### config.mk
export PLATFORM = sky130hd
export DESIGN_NAME = pcint_unit
export DESIGN_NICKNAME = d
export VERILOG_FILES = /design/src/rtl/pcint_pkg.sv /design/src/rtl/pcint_sync.sv /design/src/rtl/pcint_group.sv /design/src/rtl/pcint_unit.sv
export SDC_FILE = /design/constraint.sdc
export NUM_CORES = 1
export LEC_CHECK = 0
export ABC_AREA = 0
export BUFFER_PORTS_ARGS = -buffer_cell sky130_fd_sc_hd__buf_2
export CAP_MARGIN = 15
export CORE_MARGIN = 2
export CORE_UTILIZATION = 55
export CTS_BUF_LIST = sky130_fd_sc_hd__clkbuf_4
export CTS_CLUSTER_DIAMETER = 100
export DETAILED_ROUTE_END_ITERATION = 8
export GPL_TIMING_DRIVEN = 0
export PLACE_DENSITY = 0.86
export SYNTH_ARGS = -nofsm -noshare
export SYNTH_HDL_FRONTEND = slang
export SYNTH_SLANG_ARGS = --single-unit
### constraint.sdc
create_clock -name clk -period 2.4 [get_ports clk]
set_clock_uncertainty 0.1 [all_clocks]
set_input_delay 0.12 -clock clk [delete_from_list [all_inputs] [get_ports clk]]
set_output_delay 0.12 -clock clk [all_outputs]
set_load 0.02 [all_outputs]
### src/rtl/pcint_pkg.sv
package pcint_pkg;
    localparam int GROUPS      = 3;
    localparam int GRP_W       = 8;
    localparam int PIN_W       = GROUPS * GRP_W;
    localparam int ADDR_W      = 3;
    localparam int ID_W        = $clog2(GROUPS);
    localparam int SHORT_GROUP = 1;
    localparam int SHORT_W     = 7;

    localparam logic [ADDR_W-1:0] A_ENABLE    = 3'd0;
    localparam logic [ADDR_W-1:0] A_FLAGS     = 3'd1;
    localparam logic [ADDR_W-1:0] A_MASK_BASE = 3'd2;

    typedef enum logic {
        S_IDLE,
        S_PENDING
    } flag_state_e;

    function automatic logic [GRP_W-1:0] usable_bits(input int g);
        if (g == SHORT_GROUP)
            return GRP_W'((1 << SHORT_W) - 1);
        else
            return '1;
    endfunction
endpackage

### src/rtl/pcint_sync.sv
module pcint_sync #(
    parameter int W = 8
) (
    input  logic         clk,
    input  logic         rst_n,
    input  logic [W-1:0] d,
    output logic [W-1:0] q
);
    logic [W-1:0] stage1;

    always_ff @(posedge clk or negedge rst_n) begin
        if (!rst_n) begin
            stage1 <= '0;
            q      <= '0;
        end else begin
            stage1 <= d;
            q      <= stage1;
        end
    end
endmodule

### src/rtl/pcint_group.sv
module pcint_group #(
    parameter int              W    = 8,
    parameter logic [W-1:0]    USED = '1
) (
    input  logic         clk,
    input  logic         rst_n,
    input  logic [W-1:0] pin_s,
    input  logic         mask_we,
    input  logic [W-1:0] mask_wd,
    input  logic         clr,
    output logic [W-1:0] mask_q,
    output logic         flag
);
    import pcint_pkg::*;

    logic [W-1:0] prev_q;
    logic         hit;
    flag_state_e  state_q, state_d;

    // Edge of either polarity on an enabled pin.
    assign hit = |((pin_s ^ prev_q) & mask_q);

    always_ff @(posedge clk or negedge rst_n) begin
        if (!rst_n) begin
            prev_q <= '0;
            mask_q <= '0;
        end else begin
            prev_q <= pin_s;
            if (mask_we)
                mask_q <= mask_wd & USED;
        end
    end

    // State register
    always_ff @(posedge clk or negedge rst_n) begin
        if (!rst_n) state_q <= S_IDLE;
        else        state_q <= state_d;
    end

    // Next state: catch beats clear
    always_comb begin
        state_d = state_q;
        unique case (state_q)
            S_IDLE:    if (hit)         state_d = S_PENDING;
            S_PENDING: if (clr && !hit) state_d = S_IDLE;
            default:                    state_d = S_IDLE;
        endcase
    end

    // Output
    always_comb begin
        flag = 1'b0;
        unique case (state_q)
            S_IDLE:    flag = 1'b0;
            S_PENDING: flag = 1'b1;
            default:   flag = 1'b0;
        endcase
    end
endmodule

### src/rtl/pcint_unit.sv
module pcint_unit (
    input  logic                            clk,
    input  logic                            rst_n,
    input  logic [pcint_pkg::PIN_W-1:0]     pins,
    input  logic [pcint_pkg::ADDR_W-1:0]    addr,
    input  logic                            wr_en,
    input  logic [pcint_pkg::GRP_W-1:0]     wdata,
    output logic [pcint_pkg::GRP_W-1:0]     rd_data,
    input  logic                            gie,
    input  logic [pcint_pkg::GROUPS-1:0]    ack,
    output logic [pcint_pkg::GROUPS-1:0]    irq_req,
    output logic                            irq_valid,
    output logic [pcint_pkg::ID_W-1:0]      irq_id
);
    import pcint_pkg::*;

    logic [PIN_W-1:0]                pins_s;
    logic [GROUPS-1:0]               en_q;
    logic [GROUPS-1:0]               flags;
    logic [GROUPS-1:0][GRP_W-1:0]    masks;

    pcint_sync #(.W(PIN_W)) u_sync (
        .clk   (clk),
        .rst_n (rst_n),
        .d     (pins),
        .q     (pins_s)
    );

    generate
        for (genvar g = 0; g < GROUPS; g++) begin : g_grp
            localparam logic [ADDR_W-1:0] MADDR = A_MASK_BASE + ADDR_W'(g);
            logic mwe, fclr;
            assign mwe  = wr_en && (addr == MADDR);
            assign fclr = (wr_en && (addr == A_FLAGS) && wdata[g]) || ack[g];

            pcint_group #(.W(GRP_W), .USED(usable_bits(g))) u_grp (
                .clk     (clk),
                .rst_n   (rst_n),
                .pin_s   (pins_s[g*GRP_W +: GRP_W]),
                .mask_we (mwe),
                .mask_wd (wdata),
                .clr     (fclr),
                .mask_q  (masks[g]),
                .flag    (flags[g])
            );
        end
    endgenerate

    always_ff @(posedge clk or negedge rst_n) begin
        if (!rst_n)
            en_q <= '0;
        else if (wr_en && addr == A_ENABLE)
            en_q <= wdata[GROUPS-1:0];
    end

    always_comb begin
        rd_data = '0;
        if (addr == A_ENABLE)
            rd_data[GROUPS-1:0] = en_q;
        else if (addr == A_FLAGS)
            rd_data[GROUPS-1:0] = flags;
        else begin
            for (int g = 0; g < GROUPS; g++)
                if (addr == A_MASK_BASE + ADDR_W'(g))
                    rd_data = masks[g];
        end
    end

    assign irq_req   = flags & en_q & {GROUPS{gie}};
    assign irq_valid = |irq_req;

    always_comb begin
        irq_id = '0;
        for (int g = GROUPS - 1; g >= 0; g--)
            if (irq_req[g])
                irq_id = ID_W'(g);
    end
endmodule

==> results by stage <==
Outcome:
- The run finished with clean final reports.

Global route:
- The all-layer global routing usage is between 20 and 25%.
- The initial antenna violation count came to 0.
- Entering global routing, the biggest net connects 69 pins.
- The first global-routing pass estimated 10,900 microns of wire.
- The sum of overflow across all layers after global routing is 0.
- The via count of the first global-routing pass was roughly 2,300.

Route:
- The routed length per placed instance is about 15 microns.
- The residual antenna-violating net count after detailed routing is 0.
- The first routing iteration left about 110 violations.
- The routed layout has approximately 2,200 vias.
- The pre-antenna-repair detailed-routing pass consisted of 4 iterations.
- After detailed routing, the total wire length is 6300 microns.
- The via density per instance is about 5.3.
- The DRC violations left is 0.

Floorplanning:
- The die extent in x is 84.1 microns.
- The number of I/O pins is 56.
- The die footprint is 7070 sq um.
- After floorplanning, the core was sized to cover around 6300 sq um.
- The floorplan row count is 29.
- The die is 84.1 microns tall.
- Once the floorplan was initialized, standard cells occupied 56.2% of the core.

Synth:
- The top flip-flop cell by instance count after synthesis is dfrtp_1.
- The most used standard cell by instance count after synthesis is dfrtp_1.
- The number of instances in the synthesized netlist is 224.
- The Yosys step of the flow raised 0 warnings.
- Counting flops with a built-in enable in the synthesized netlist gives 0.
- The post-synth design cell area is between 3000 and 4000 sq um.
- The share of the Yosys chip area taken by registers is between 60% and 70%.
- The average cell area after synthesis is about 16 sq um.
- The post-synthesis async set-or-reset flop share is 100%.
- The share of synthesized area in the top cell type comes to just under 70%.
- The number of distinct standard cells referenced by the synthesized netlist is 29.
- After synthesis, the cell types taking the most area are dfrtp_1, mux2_2, xor2_1.
- The biggest area consumer among synthesized cells is dfrtp_1.
- The flop and latch count out of synthesis is ~100.
- Synthesis produced a netlist with a net count of between 200 and 300.
- By count the netlist is led by dfrtp_1, mux2_2, xor2_1.

Cells and area:
- Of the cells placed in the final design, the portion with a size suffix greater than 1 is between 30% and 40%.
- The post-route non-filler standard cell count is just over 400.
- With fillers left out, the area of the finished cells amounts to ~4400 sq um.
- The synthesis-to-layout area growth is 24.8%.
- The number of antenna diodes in the final layout is 0.
- The post-layout net count is 368.
- The number of fill cells is around 410.

Power and ir drop:
- The internal power of the cells totals about 2.3 mW.
- The worst-case vdd ir drop is slightly below 0.0005 V.
- Net switching is between 20 and 30% of the power.
- The clock network burns ~22% of the power.
- In this run the power spent charging and discharging nets is around 860 uW.
- Sequential cells account for 61.6% of the total power.
- The total leakage power is approximately 2.1 nW.
- The power density normalized to cell area is just over 700 nW/um^2.
- Combinational logic is responsible for 16.3% of the overall power.

Timing:
- Setup repair after global routing left no endpoint under its margin.
- Setup violations remaining at the end of the flow were counted as 0.
- Measured against its own limit, the worst slew margin works out to about two thirds.
- The number of slew-limit violations in the final report is 0.
- Setup slack on the critical path of the routed design comes to just over 0.5 ns.
- The time the worst path needs with I/O delays and setup is roughly 1.9 ns.
- The highest achievable clock rate is 529 MHz.
- The count of final hold-check violations is 0.
- For the pin with the worst max-slew slack, the measured transition is roughly 0.52 ns.
- In the final timing run, aggregate negative setup slack is 0 ns.
- After layout, the worst path uses about four fifths of the clock period.

Clocking:
- The count of H-tree levels built during CTS is 3.
- The CTS tree is done.
- No sink is reached through more buffers than the 2 on the longest clock path.
- The tree is rooted in a clkbuf_4.
- After clock tree synthesis, the clock-pin slew on the worst setup and hold paths is 0.13 ns.
- The clock drives between 90 and 100 sinks.
- The total of cells resized after clock tree synthesis is 0.
- At the later pin of the worst-skew pair, clock insertion delay measures roughly 0.44 ns.
- Clock tree synthesis inserted a total of 9 buffers.

Placed design:
- During placement, the flow inserted port buffers numbering 51.
- The placer congestion estimate is 0.792.
- Once placement completed, the tool counted placed cells totaling around 350.
- The total half-perimeter wirelength after legalization and detailed placement is 4210 microns.
- Before CTS, the worst setup slack after placement is ~0.81 ns.
- The placed cell area is roughly 3900 sq um.

Worst setup path:
- The worst register-to-register path has a setup slack of 0.85 ns.
- For the worst setup path, the data arrival time is around 2.1 ns.
- For the worst flop-to-flop path, the logic depth is 4.
- The launch point of the worst path is addr[1].
- The worst setup path is launched from a primary input.
- The maximum fanout count along the critical path is 9.
- STA classifies the critical path endpoint as a register.
- For the worst setup path, the data required time is roughly 2.6 ns.
- The launch point of the worst reg-to-reg path is u_sync.q[23]$_DFF_PN0_.
- By startpoint and endpoint, the worst setup path is classified as in -> reg.
- The endpoint identified for the worst register-to-register timing path is g_grp[2].u_grp.state_q$_DFF_PN0_.
- The most critical setup path has its endpoint at g_grp[1].u_grp.state_q$_DFF_PN0_.

Hold path:
- The kind of path behind the tightest hold check is in -> reg.

Job:
- The number of maximum-capacitance constraint violations is 0.
-- per-layer routing --
layer	GRT usage [%]	part of all wire (%)
met1	24.9	41
met2	34.8	53
met3	5.34	4.6
met4	7.04	1.9
met5	0	0
-- metrics by stage --
stage,util [%],hold slack [ns],power [mW]
after floorplan,-,-0.276,2.23
after global placement,61.8,0.128,2.39
after detailed placement,62.3,-0.0256,2.42
after CTS,70.2,0.0230,3.16
after global routing,70.2,0.0216,3.31
final,70.2,0.0288,3.15
-- logic make-up (layout without fill, tap and decap cells) --
family / Yosys count / in the layout / synth area share [%]
multiplexers: 35 / 35 / 10.8
flip-flops: 98 / 98 / 69.5
AND/OR/NAND/NOR: 30 / 30 / 6.45
buffers and inverters: 10 / 117 / 1.91
AO/OA/AOI/OAI: 28 / 28 / 5.60
XOR/XNOR: 23 / 23 / 5.71
-- worst min-delay path by stage --
stage	from	endpoint	slack, ns	depth (start not counted)
after floorplan	rst_n	en_q[0]$_DFFE_PN0P_	-0.28	0
after global placement	pins[3]	u_sync.stage1[3]$_DFF_PN0_	0.13	1
after detailed placement	rst_n	u_sync.stage1[0]$_DFF_PN0_	-0.03	1
after CTS	addr[2]	en_q[0]$_DFFE_PN0P_	0.02	3
after global routing	rst_n	u_sync.stage1[0]$_DFF_PN0_	0.02	2
final	addr[2]	en_q[1]$_DFFE_PN0P_	0.03	3
-- power groups by stage --
stage / Clock [mW] / Sequential (mW) / Combinational, mW
2_1_floorplan: 0 / 1.92 / 0.305
3_3_place_gp: 0 / 1.95 / 0.434
3_5_place_dp: 0 / 1.97 / 0.456
4_1_cts: 0.716 / 1.93 / 0.513
5_1_grt: 0.792 / 1.96 / 0.563
6_report: 0.694 / 1.94 / 0.514
-- cells in the final DEF (no fill, tap or decap), types with 4 or more instances in the layout --
cell           instances
buf_2                 50
dfrtp_1               98
a21oi_1                5
nand2_1                8
clkbuf_4               9
mux2i_1               10
mux2_2                25
clkinv_1               4
nor2_1                 4
a22oi_1                6
o21ai_0                4
xor2_1                23
inv_1                  5
dlygate4sd3_1         39
-- state kept, by name, summed over array words and instances (netlist names) --
name,cells
u_sync.q,23
g_grp.u_grp.mask_q,23
u_sync.stage1,23
g_grp.u_grp.state_q,3
en_q,3
g_grp.u_grp.prev_q,23
-- repair_timing --
action	in CTS	in global routing
hold buffers	39	0
setup buffers	0	0
endpoints found under the hold margin	150	0
-- cell type report --
class / count / area, sq um / area share, %
inverter: 5 / 18.8 / 0.426
clock buffer: 9 / 67.6 / 1.53
multi-input combinational: 116 / 1010 / 22.9
sequential: 98 / 2450 / 55.7
buffer: 5 / 48.8 / 1.11
tap: 77 / 96.3 / 2.19
clock inverter: 7 / 36.3 / 0.824
timing repair buffer: 91 / 676 / 15.3
-- worst max-delay path, cell delays in order --
cell	delay, ns
dlygate4sd3_1	0.55
buf_6	0.15
nor3_1	0.45
a211o_1	0.21
dlygate4sd3_1	0.55
nand4_1	0.07
No activity file was read; power rests on OpenSTA's default activity.
